[config.mk]
export PLATFORM = sky130hd
export DESIGN_NAME = dual_timer
export DESIGN_NICKNAME = d
export VERILOG_FILES = /design/src/rtl/dtmr_pkg.sv /design/src/rtl/dtmr_rst_sync.sv /design/src/rtl/dtmr_channel.sv /design/src/rtl/dtmr_irq.sv /design/src/rtl/dtmr_regif.sv /design/src/rtl/dual_timer.sv
export SDC_FILE = /design/constraint.sdc
export NUM_CORES = 1
export LEC_CHECK = 0
export ABC_AREA = 0
export BUFFER_PORTS_ARGS = -buffer_cell sky130_fd_sc_hd__buf_2
export CAP_MARGIN = 20
export CORE_ASPECT_RATIO = 2
export CORE_MARGIN = 2
export CORE_UTILIZATION = 30
export CTS_BUF_LIST = sky130_fd_sc_hd__clkbuf_4 sky130_fd_sc_hd__clkbuf_8
export DETAILED_ROUTE_END_ITERATION = 10
export GPL_ROUTABILITY_DRIVEN = 0
export MAX_ROUTING_LAYER = met4
export PLACE_DENSITY = 0.5
export RECOVER_POWER = 50
export SYNTH_ARGS = -nofsm -noshare
export SYNTH_HDL_FRONTEND = slang
export SYNTH_SLANG_ARGS = --single-unit
[constraint.sdc]
create_clock -name clk -period 7.3 [get_ports clk]
set_clock_uncertainty 0.1 [all_clocks]
set_input_delay 0.365 -clock clk [delete_from_list [all_inputs] [get_ports clk]]
set_output_delay 0.365 -clock clk [all_outputs]
set_load 0.01 [all_outputs]
[src/rtl/dtmr_pkg.sv]
package dtmr_pkg;
  localparam int OFS_CTRL   = 0;
  localparam int OFS_CAUSE  = 4;
  localparam int OFS_MASK   = 8;
  localparam int OFS_CH0    = 16;
  localparam int OFS_STRIDE = 8;
  localparam int OFS_VALUE  = 4;

  function automatic int reload_ofs(input int ch);
    return OFS_CH0 + OFS_STRIDE * ch;
  endfunction

  function automatic int value_ofs(input int ch);
    return OFS_CH0 + OFS_STRIDE * ch + OFS_VALUE;
  endfunction
endpackage

[src/rtl/dtmr_rst_sync.sv]
module dtmr_rst_sync (
  input  logic clk,
  input  logic rst_n,
  output logic rst_sync_n
);
  logic meta_q;

  always_ff @(posedge clk or negedge rst_n) begin
    if (!rst_n) begin
      meta_q     <= 1'b0;
      rst_sync_n <= 1'b0;
    end else begin
      meta_q     <= 1'b1;
      rst_sync_n <= meta_q;
    end
  end
endmodule

[src/rtl/dtmr_channel.sv]
module dtmr_channel #(
  parameter int CNT_W = 32
) (
  input  logic             clk,
  input  logic             rst_n,
  input  logic             run_i,
  input  logic             periodic_i,
  input  logic             ld_reload_i,
  input  logic             ld_value_i,
  input  logic [CNT_W-1:0] wdata_i,
  output logic [CNT_W-1:0] count_o,
  output logic [CNT_W-1:0] reload_o,
  output logic             expire_o
);
  logic [CNT_W-1:0] cnt_q, cnt_d;
  logic [CNT_W-1:0] rel_q;
  logic             armed_q, armed_d;
  logic             at_zero, expire, cnt_en, armed_en;

  // next-state
  always_comb begin
    at_zero  = (cnt_q == '0);
    expire   = run_i && at_zero && (periodic_i || armed_q);
    cnt_d    = cnt_q;
    cnt_en   = 1'b0;
    if (ld_value_i) begin
      cnt_d  = wdata_i;
      cnt_en = 1'b1;
    end else if (expire && periodic_i) begin
      cnt_d  = rel_q;
      cnt_en = 1'b1;
    end else if (run_i && !at_zero) begin
      cnt_d  = cnt_q - 1'b1;
      cnt_en = 1'b1;
    end
    armed_en = ld_value_i || (expire && !periodic_i);
    armed_d  = ld_value_i;
  end

  // registers
  always_ff @(posedge clk or negedge rst_n) begin
    if (!rst_n) begin
      cnt_q   <= '0;
      rel_q   <= '0;
      armed_q <= 1'b0;
    end else begin
      if (cnt_en)      cnt_q   <= cnt_d;
      if (ld_reload_i) rel_q   <= wdata_i;
      if (armed_en)    armed_q <= armed_d;
    end
  end

  assign count_o  = cnt_q;
  assign reload_o = rel_q;
  assign expire_o = expire;
endmodule

[src/rtl/dtmr_irq.sv]
module dtmr_irq #(
  parameter int N_TIMERS = 2
) (
  input  logic                clk,
  input  logic                rst_n,
  input  logic                wr_cause_i,
  input  logic                wr_mask_i,
  input  logic [N_TIMERS-1:0] wdata_i,
  input  logic [N_TIMERS-1:0] expire_i,
  output logic [N_TIMERS-1:0] cause_o,
  output logic [N_TIMERS-1:0] mask_o,
  output logic                irq_o
);
  logic [N_TIMERS-1:0] cause_q, cause_d, mask_q;
  logic                cause_en;

  always_comb begin
    cause_d  = (wr_cause_i ? (cause_q & wdata_i) : cause_q) | expire_i;
    cause_en = wr_cause_i || (|expire_i);
  end

  always_ff @(posedge clk or negedge rst_n) begin
    if (!rst_n) begin
      cause_q <= '0;
      mask_q  <= '0;
    end else begin
      if (cause_en)  cause_q <= cause_d;
      if (wr_mask_i) mask_q  <= wdata_i;
    end
  end

  assign cause_o = cause_q;
  assign mask_o  = mask_q;
  assign irq_o   = |(cause_q & mask_q);
endmodule

[src/rtl/dtmr_regif.sv]
module dtmr_regif
  import dtmr_pkg::*;
#(
  parameter int N_TIMERS = 2,
  parameter int CNT_W    = 32,
  parameter int ADDR_W   = 8,
  localparam int CTRL_W  = 2 * N_TIMERS
) (
  input  logic                           bus_sel,
  input  logic                           bus_wr,
  input  logic [ADDR_W-1:0]              bus_addr,
  input  logic [CTRL_W-1:0]              ctrl_i,
  input  logic [N_TIMERS-1:0]            cause_i,
  input  logic [N_TIMERS-1:0]            mask_i,
  input  logic [N_TIMERS-1:0][CNT_W-1:0] count_i,
  input  logic [N_TIMERS-1:0][CNT_W-1:0] reload_i,
  output logic                           wr_ctrl_o,
  output logic                           wr_cause_o,
  output logic                           wr_mask_o,
  output logic [N_TIMERS-1:0]            wr_reload_o,
  output logic [N_TIMERS-1:0]            wr_value_o,
  output logic [CNT_W-1:0]               rdata_o
);
  logic wr_any;
  assign wr_any     = bus_sel && bus_wr;
  assign wr_ctrl_o  = wr_any && (bus_addr == ADDR_W'(OFS_CTRL));
  assign wr_cause_o = wr_any && (bus_addr == ADDR_W'(OFS_CAUSE));
  assign wr_mask_o  = wr_any && (bus_addr == ADDR_W'(OFS_MASK));

  for (genvar g = 0; g < N_TIMERS; g++) begin : g_dec
    assign wr_reload_o[g] = wr_any && (bus_addr == ADDR_W'(reload_ofs(g)));
    assign wr_value_o[g]  = wr_any && (bus_addr == ADDR_W'(value_ofs(g)));
  end

  always_comb begin
    rdata_o = '0;
    if (bus_addr == ADDR_W'(OFS_CTRL))  rdata_o[CTRL_W-1:0]   = ctrl_i;
    if (bus_addr == ADDR_W'(OFS_CAUSE)) rdata_o[N_TIMERS-1:0] = cause_i;
    if (bus_addr == ADDR_W'(OFS_MASK))  rdata_o[N_TIMERS-1:0] = mask_i;
    for (int i = 0; i < N_TIMERS; i++) begin
      if (bus_addr == ADDR_W'(reload_ofs(i))) rdata_o = reload_i[i];
      if (bus_addr == ADDR_W'(value_ofs(i)))  rdata_o = count_i[i];
    end
  end
endmodule

[src/rtl/dual_timer.sv]
module dual_timer #(
  parameter int N_TIMERS = 2,
  parameter int CNT_W    = 32,
  parameter int ADDR_W   = 8
) (
  input  logic              clk,
  input  logic              rst_n,
  input  logic              bus_sel,
  input  logic              bus_wr,
  input  logic [ADDR_W-1:0] bus_addr,
  input  logic [CNT_W-1:0]  bus_wdata,
  output logic [CNT_W-1:0]  bus_rdata,
  output logic              irq_o
);
  localparam int CTRL_W = 2 * N_TIMERS;

  logic                           rst_sync_n;
  logic [CTRL_W-1:0]              ctrl_q, ctrl_d;
  logic [N_TIMERS-1:0]            cause_q, mask_q, expire_vec;
  logic [N_TIMERS-1:0]            wr_reload, wr_value;
  logic [N_TIMERS-1:0][CNT_W-1:0] count_vec, reload_vec;
  logic                           wr_ctrl, wr_cause, wr_mask;

  dtmr_rst_sync u_rst (
    .clk        (clk),
    .rst_n      (rst_n),
    .rst_sync_n (rst_sync_n)
  );

  dtmr_regif #(
    .N_TIMERS (N_TIMERS),
    .CNT_W    (CNT_W),
    .ADDR_W   (ADDR_W)
  ) u_regif (
    .bus_sel     (bus_sel),
    .bus_wr      (bus_wr),
    .bus_addr    (bus_addr),
    .ctrl_i      (ctrl_q),
    .cause_i     (cause_q),
    .mask_i      (mask_q),
    .count_i     (count_vec),
    .reload_i    (reload_vec),
    .wr_ctrl_o   (wr_ctrl),
    .wr_cause_o  (wr_cause),
    .wr_mask_o   (wr_mask),
    .wr_reload_o (wr_reload),
    .wr_value_o  (wr_value),
    .rdata_o     (bus_rdata)
  );

  // control register: next-state and register
  always_comb ctrl_d = bus_wdata[CTRL_W-1:0];

  always_ff @(posedge clk or negedge rst_sync_n) begin
    if (!rst_sync_n)  ctrl_q <= '0;
    else if (wr_ctrl) ctrl_q <= ctrl_d;
  end

  for (genvar g = 0; g < N_TIMERS; g++) begin : g_ch
    dtmr_channel #(.CNT_W(CNT_W)) u_ch (
      .clk         (clk),
      .rst_n       (rst_sync_n),
      .run_i       (ctrl_q[2*g]),
      .periodic_i  (ctrl_q[2*g+1]),
      .ld_reload_i (wr_reload[g]),
      .ld_value_i  (wr_value[g]),
      .wdata_i     (bus_wdata),
      .count_o     (count_vec[g]),
      .reload_o    (reload_vec[g]),
      .expire_o    (expire_vec[g])
    );
  end

  dtmr_irq #(.N_TIMERS(N_TIMERS)) u_irq (
    .clk        (clk),
    .rst_n      (rst_sync_n),
    .wr_cause_i (wr_cause),
    .wr_mask_i  (wr_mask),
    .wdata_i    (bus_wdata[N_TIMERS-1:0]),
    .expire_i   (expire_vec),
    .cause_o    (cause_q),
    .mask_o     (mask_q),
    .irq_o      (irq_o)
  );
endmodule

==> Word-level counts from Yosys, hierarchy flattened <==
Index checks and enable logic that the tools add are counted.
{ "totals": {"regBits": 140, "in_bits": 44} }
{ "classes": {"addsub": 2, "n_eq_ne": 6, "mux": 20, "bitwise": 3, "reduce_logical": 36} }
{ "op_table": {"columns": ["cell", "n"], "rows": [
  ["2-to-1 mux 32 bit", 10],
  ["logical NOT 32 bit", 2],
  ["subtractor 32 x 1 -> 32 bit (second input constant)", 2],
  ["== test 8 x 5 -> 1 bit (second input constant)", 4],
  ["logical AND 1 bit", 18],
  ["== test 8 x 3 -> 1 bit (second input constant)", 1],
  ["== test 8 x 4 -> 1 bit (second input constant)", 1],
  ["logical NOT 8 bit", 1],
  ["2-to-1 mux 1 bit", 6],
  ["2-to-1 mux 2 bit", 3],
  ["nonzero test 3 bit", 2],
  ["logical OR 1 bit", 5],
  ["AND 2 bit", 2],
  ["logical NOT 1 bit", 4],
  ["2-to-1 mux 4 bit", 1],
  ["AND reduction 2 bit", 2],
  ["OR reduction 2 bit", 2],
  ["OR 2 bit", 1]
]} }

==> Depth between registers and ports, before layout <==
{ "logic_depth": {"ltp_word": 8, "depth_mapped": 11} }

==> By module <==
Synthesis repeated with hierarchy kept, for this count alone.
{ "unflattened": {"hier_cells": 874, "area_unflattened_um2": 9013.6} }
{ "by_module_without_submodules": {"columns": ["mod", "instances", "cells_per_inst", "area_per_inst_um2", "seq_area_each_um2"], "rows": [
  ["dtmr_channel (g_ch[0].u_ch)", 1, 371, 3801.1, 1626.6],
  ["dtmr_channel (g_ch[1].u_ch)", 1, 358, 3608.5, 1626.6],
  ["dtmr_regif", 1, 123, 1238.7, 0.0],
  ["dtmr_irq", 1, 11, 166.4, 100.1],
  ["dual_timer", 1, 8, 145.1, 100.1],
  ["dtmr_rst_sync", 1, 3, 53.8, 50.0]
]} }

==> Worst setup path after synthesis <==
OpenSTA, ideal clock, no wires.
{ "synth_timing": {"path_kind": "reg-to-reg", "startpoint": "reg g_ch[1].u_ch.cnt_q[0]", "endpoint": "reg g_ch[1].u_ch.cnt_q[13]", "setup_time_ns": 0.126, "arrival_ns": 2.639, "required_ns": 7.074, "path_slack_ns": 4.435, "stages_incl_launch_ff": 11, "path_buffers": 2, "period_less_slack_ns": 2.865, "path_cell_list": "dfrtp_1 inv_1 ha_1 nor4b_1 nand3_1 or4_1 buf_2 buf_6 nor2_1 a21oi_1 a221o_1"} }
{ "synth_between": {"elab_chain_len": 7, "elab_cells_between_ends": 15} }
{ "synth_lines": {"columns": ["item", "line_no", "text"], "rows": [
  ["from (decl)", "dtmr_channel.sv:15", "logic [CNT_W-1:0] cnt_q, cnt_d;"],
  ["from (signal assigned)", "dtmr_channel.sv:47", "if (cnt_en) cnt_q <= cnt_d;"],
  ["branches (longest 7 deep; another with subtractor 32 x 1 -> 32 bit)", null, null]
]} }
Several ways; the timed one is not identified. The select of a mux whose other input is x is not followed.
A chain may end at the register's enable or synchronous reset.

==> Worst setup path in the final report <==
{ "layout_timing": {"startpoint": "in bus_addr[1]", "endpoint": "reg g_ch[0].u_ch.rel_q[23]"} }
{ "layout_between": {"elab_chain_len": 2} }
{ "layout_lines": {"columns": ["item", "line_no", "text"], "rows": [
  ["from (decl)", "dual_timer.sv:10", "input logic [ADDR_W-1:0] bus_addr,"],
  ["== test 8 x 5 -> 1 bit", "dtmr_regif.sv:31", "assign wr_reload_o[g] = wr_any && (bus_addr == ADDR_W'(reload_ofs(g)));"],
  ["logical AND 1 bit", "dtmr_regif.sv:31", null],
  ["to (signal assigned)", "dtmr_channel.sv:48", "if (ld_reload_i) rel_q <= wdata_i;"],
  ["to (decl)", "dtmr_channel.sv:16", "logic [CNT_W-1:0] rel_q;"]
]} }
No other way between the ends.

==> results.sh <==
export IMPL_grt_total_usage_pct=23.4
export IMPL_yosys_warnings=0
export IMPL_min_path_type="in -> reg"
export IMPL_critical_path_class="in -> reg"
export IMPL_synth_top_family_by_area="simple AND/OR/NAND/NOR gates"
export IMPL_design_die_area_um2=30800
export IMPL_maxCapViolations=3
export IMPL_cts_resized=0
export IMPL_layout_cells_non_filler=1353
export IMPL_grt_ovfl_total=0
export IMPL_synthAdderAreaFrac_pct=0.284
export IMPL_ys_seq_area_share_pct=39.8
export IMPL_drv_slew=111
export IMPL_wire_per_inst_um=25.9
export IMPL_fin_crit_ns=4.64
export IMPL_synth_compound_area_share_pct=15.1
export IMPL_violations="max-capacitance violations, max-slew violations"
export IMPL_rr_endpoint="g_ch[1].u_ch.count_o[23]"
export IMPL_synth_net_count=963
export IMPL_grt_pass1_wl_mm=52.5
export IMPL_finalSetupTns_ns=0
export IMPL_core_area_um2=28800
export IMPL_synth_xor_area_share_pct=2.68
export IMPL_pre_cts_slack_ns=3.53
export IMPL_syn_inst=917
export IMPL_rsz0062_at_grt="false"
export IMPL_synth_area_mux_share_pct=17.4
export IMPL_firstDrtPassIters=5
export IMPL_synth_edff_count=0
export IMPL_fin_ws_ns=2.66
export IMPL_holdCritStartpoint="bus_wdata[23]"
export IMPL_start_util_pct=30.5
export IMPL_final_common_cell="dfrtp_1"
export IMPL_fillerInstances=3024
export IMPL_die_y_um=246
export IMPL_dpl_cell_count=1319
export IMPL_whs_endpoint="g_ch[0].u_ch.reload_o[23]"
export IMPL_io_buffers=76
export IMPL_switching_share_pct=40.5
export IMPL_placementRows=88
export IMPL_synthToLayoutAreaGrowth_pct=13.4
export IMPL_die_w_um=125
export IMPL_outcome="finished, violations left"
export IMPL_synth_seq_cells=140
export IMPL_drt_iter0_drc=516
export IMPL_dp_hpwl_mm=26.1
export IMPL_yosys_area_top_type="dfrtp_1"
export IMPL_power_switching_mw=1.03
export IMPL_p_leak_nw=4.50
export IMPL_antenna_found_initial=1
export IMPL_post_cts_buffers=0
export IMPL_crit_fanout=33
export IMPL_crit_required_ns=7.56
export IMPL_p_int_mw=1.52
export IMPL_max_clock_freq_mhz=216
export IMPL_wirelength_mm=35.0
export IMPL_drc=0
export IMPL_setup_viol=0
export IMPL_netlist_area_um2=8810
export IMPL_routed_via_density=6.05
export IMPL_vias=8184
export IMPL_pwr_share_comb_pct=32.6
export IMPL_syn_area_per_cell_um2=9.61
export IMPL_ys_top_cells_by_area="dfrtp_1 40%, mux2_2 8.9%, mux4_2 7.2%"
export IMPL_async_reset_ff_share_pct=100
export IMPL_peakVddDrop_mv=0.0987
export IMPL_grt_pass1_vias=8276
export IMPL_share_seq_of_total_power_pct=41.8
export IMPL_worstMarginPinSlew_ns=2.44
export IMPL_io_pins=77
export IMPL_synth_simple_area_share_pct=21.6
export IMPL_cts_sinks=140
export IMPL_antenna_left=0
export IMPL_p_clk_share_pct=25.6
export IMPL_synth_cell_types=65
export IMPL_layout_drive_gt1_share_pct=23.9
export IMPL_hold_violations=0
export IMPL_fin_hold_ws_ns=0.0357
export IMPL_endpoint_kind="flop"
export IMPL_startpoint_type="primary input"
export IMPL_cts_max_level=4
export IMPL_cts_path_max_buffers=2
export IMPL_p_per_area_nw_per_um2=255
export IMPL_clkLatencyLatePin_ns=0.48
export IMPL_layout_common_cells="140 x dfrtp_1, 80 x nand2_1, 72 x buf_2, 70 x mux2_2, 67 x nand3_1"
export IMPL_worst_ep_arrival_time_ns=4.90
export IMPL_ff2ff_setup_slack_ns=3.43
export IMPL_cts_tree="done"
export IMPL_grt_max_degree=64
export IMPL_synthFlopType="dfrtp_1"
export IMPL_period_share_pct=63.5
export IMPL_cts_root_buf="clkbuf_8"
export IMPL_reg2regPathDepth=8
export IMPL_relSlewSlack_pct=-62.6
export IMPL_whs_path_depth=2
export IMPL_total_power_mw=2.55
export IMPL_nets=1025
export IMPL_synth_top_cell_area_share_pct=39.8
export IMPL_cts_buffers=17
export IMPL_path_clk_slew_ns=0.08
export IMPL_r2r_start="g_ch[1].u_ch.count_o[0]"
## worst max path at each step
stage                            start                        end  slack, ns
4_1_cts        g_ch[1].u_ch.count_o[0]   g_ch[1].u_ch.count_o[15]       3.49
6_report                   bus_addr[1]  g_ch[0].u_ch.reload_o[23]       2.66
2_1_floorplan         u_rst.rst_sync_n                  ctrl_q[0]       3.01
3_3_place_gp   g_ch[1].u_ch.count_o[0]    g_ch[1].u_ch.count_o[1]       3.61
3_5_place_dp   g_ch[1].u_ch.count_o[0]   g_ch[1].u_ch.count_o[15]       3.53
5_1_grt                    bus_addr[1]  g_ch[0].u_ch.reload_o[20]       2.54
## logic make-up (layout without fill, tap and decap cells)
kind of cell / after synthesis / in the layout
adder cells (fa/ha/maj): 2 / 2
other: 1 / 2
buffers and inverters: 69 / 144
multiplexers: 109 / 109
flip-flops: 140 / 140
AO/OA/AOI/OAI: 200 / 200
XOR/XNOR: 27 / 27
AND/OR/NAND/NOR: 369 / 369
## through the flow
step | instance area [um2] | utilization (%)
global placement | 9610 | 33.3
finish | 9990 | 34.6
floorplan | 8810 | -
global route | 9990 | 34.6
CTS | 10000 | 34.7
detailed placement | 9610 | 33.3
## synth_stat cells, types with 24 or more instances
master    instances
a21oi_1          48
and3_1           43
clkbuf_1         44
dfrtp_1         140
mux2_2           70
mux4_2           28
nand2_1          80
nand3_1          67
nor2_1           55
nor3_1           34
nor4_1           24
o211ai_1         25
o21ai_0          48
## sequential cells by signal (all words and copies together), names as in the netlist
register / count
g_ch.u_ch.armed_q: 2
g_ch.u_ch.reload_o: 64
u_irq.mask_o: 2
g_ch.u_ch.count_o: 64
u_rst.meta_q: 1
u_irq.cause_o: 2
u_rst.rst_sync_n: 1
ctrl_q: 4
## cell type report
class	count	area, um2	area share (%)
Inverter	10	37.5	0.376
Clock buffer	18	248	2.48
Tap cell	360	450	4.51
Sequential cell	140	3500	35.1
Clock inverter	14	146	1.46
Multi-Input combinational cell	708	5040	50.5
Timing Repair Buffer	102	562	5.62
Antenna cell	1	2.50	0.0250
## power groups by stage
| stage | Clock, mW | Sequential (mW) | Combinational [mW] |
|---|---|---|---|
| floorplan | 0 | 0.996 | 0.592 |
| global placement | 0 | 1.07 | 0.816 |
| detailed placement | 0 | 1.07 | 0.823 |
| CTS | 0.669 | 1.06 | 0.826 |
| global route | 0.699 | 1.08 | 0.907 |
| finish | 0.652 | 1.07 | 0.833 |
## timing repair
action	4_1_cts	5_1_grt
setup endpoints to repair	0	0
endpoints found under the hold margin	2	0
hold buffers	1	0
## critical path: stages
cell	delay, ns
clkbuf_1	0.10
nor4b_1	0.36
clkbuf_1	1.18
nand2_1	0.45
nor4_2	0.31
clkbuf_1	1.65
mux2_2	0.45
## routing by layer
layer,part of all wire (%),vias up,global-route usage (%),routed length (um)
li1,-,3627,-,-
met1,38,4126,26.0,13200
met2,52,317,40.8,18400
met3,3.9,114,2.76,1380
met4,5.8,0,13.2,2030
met5,0,-,-,0
No activity file was read; power rests on OpenSTA's default activity.
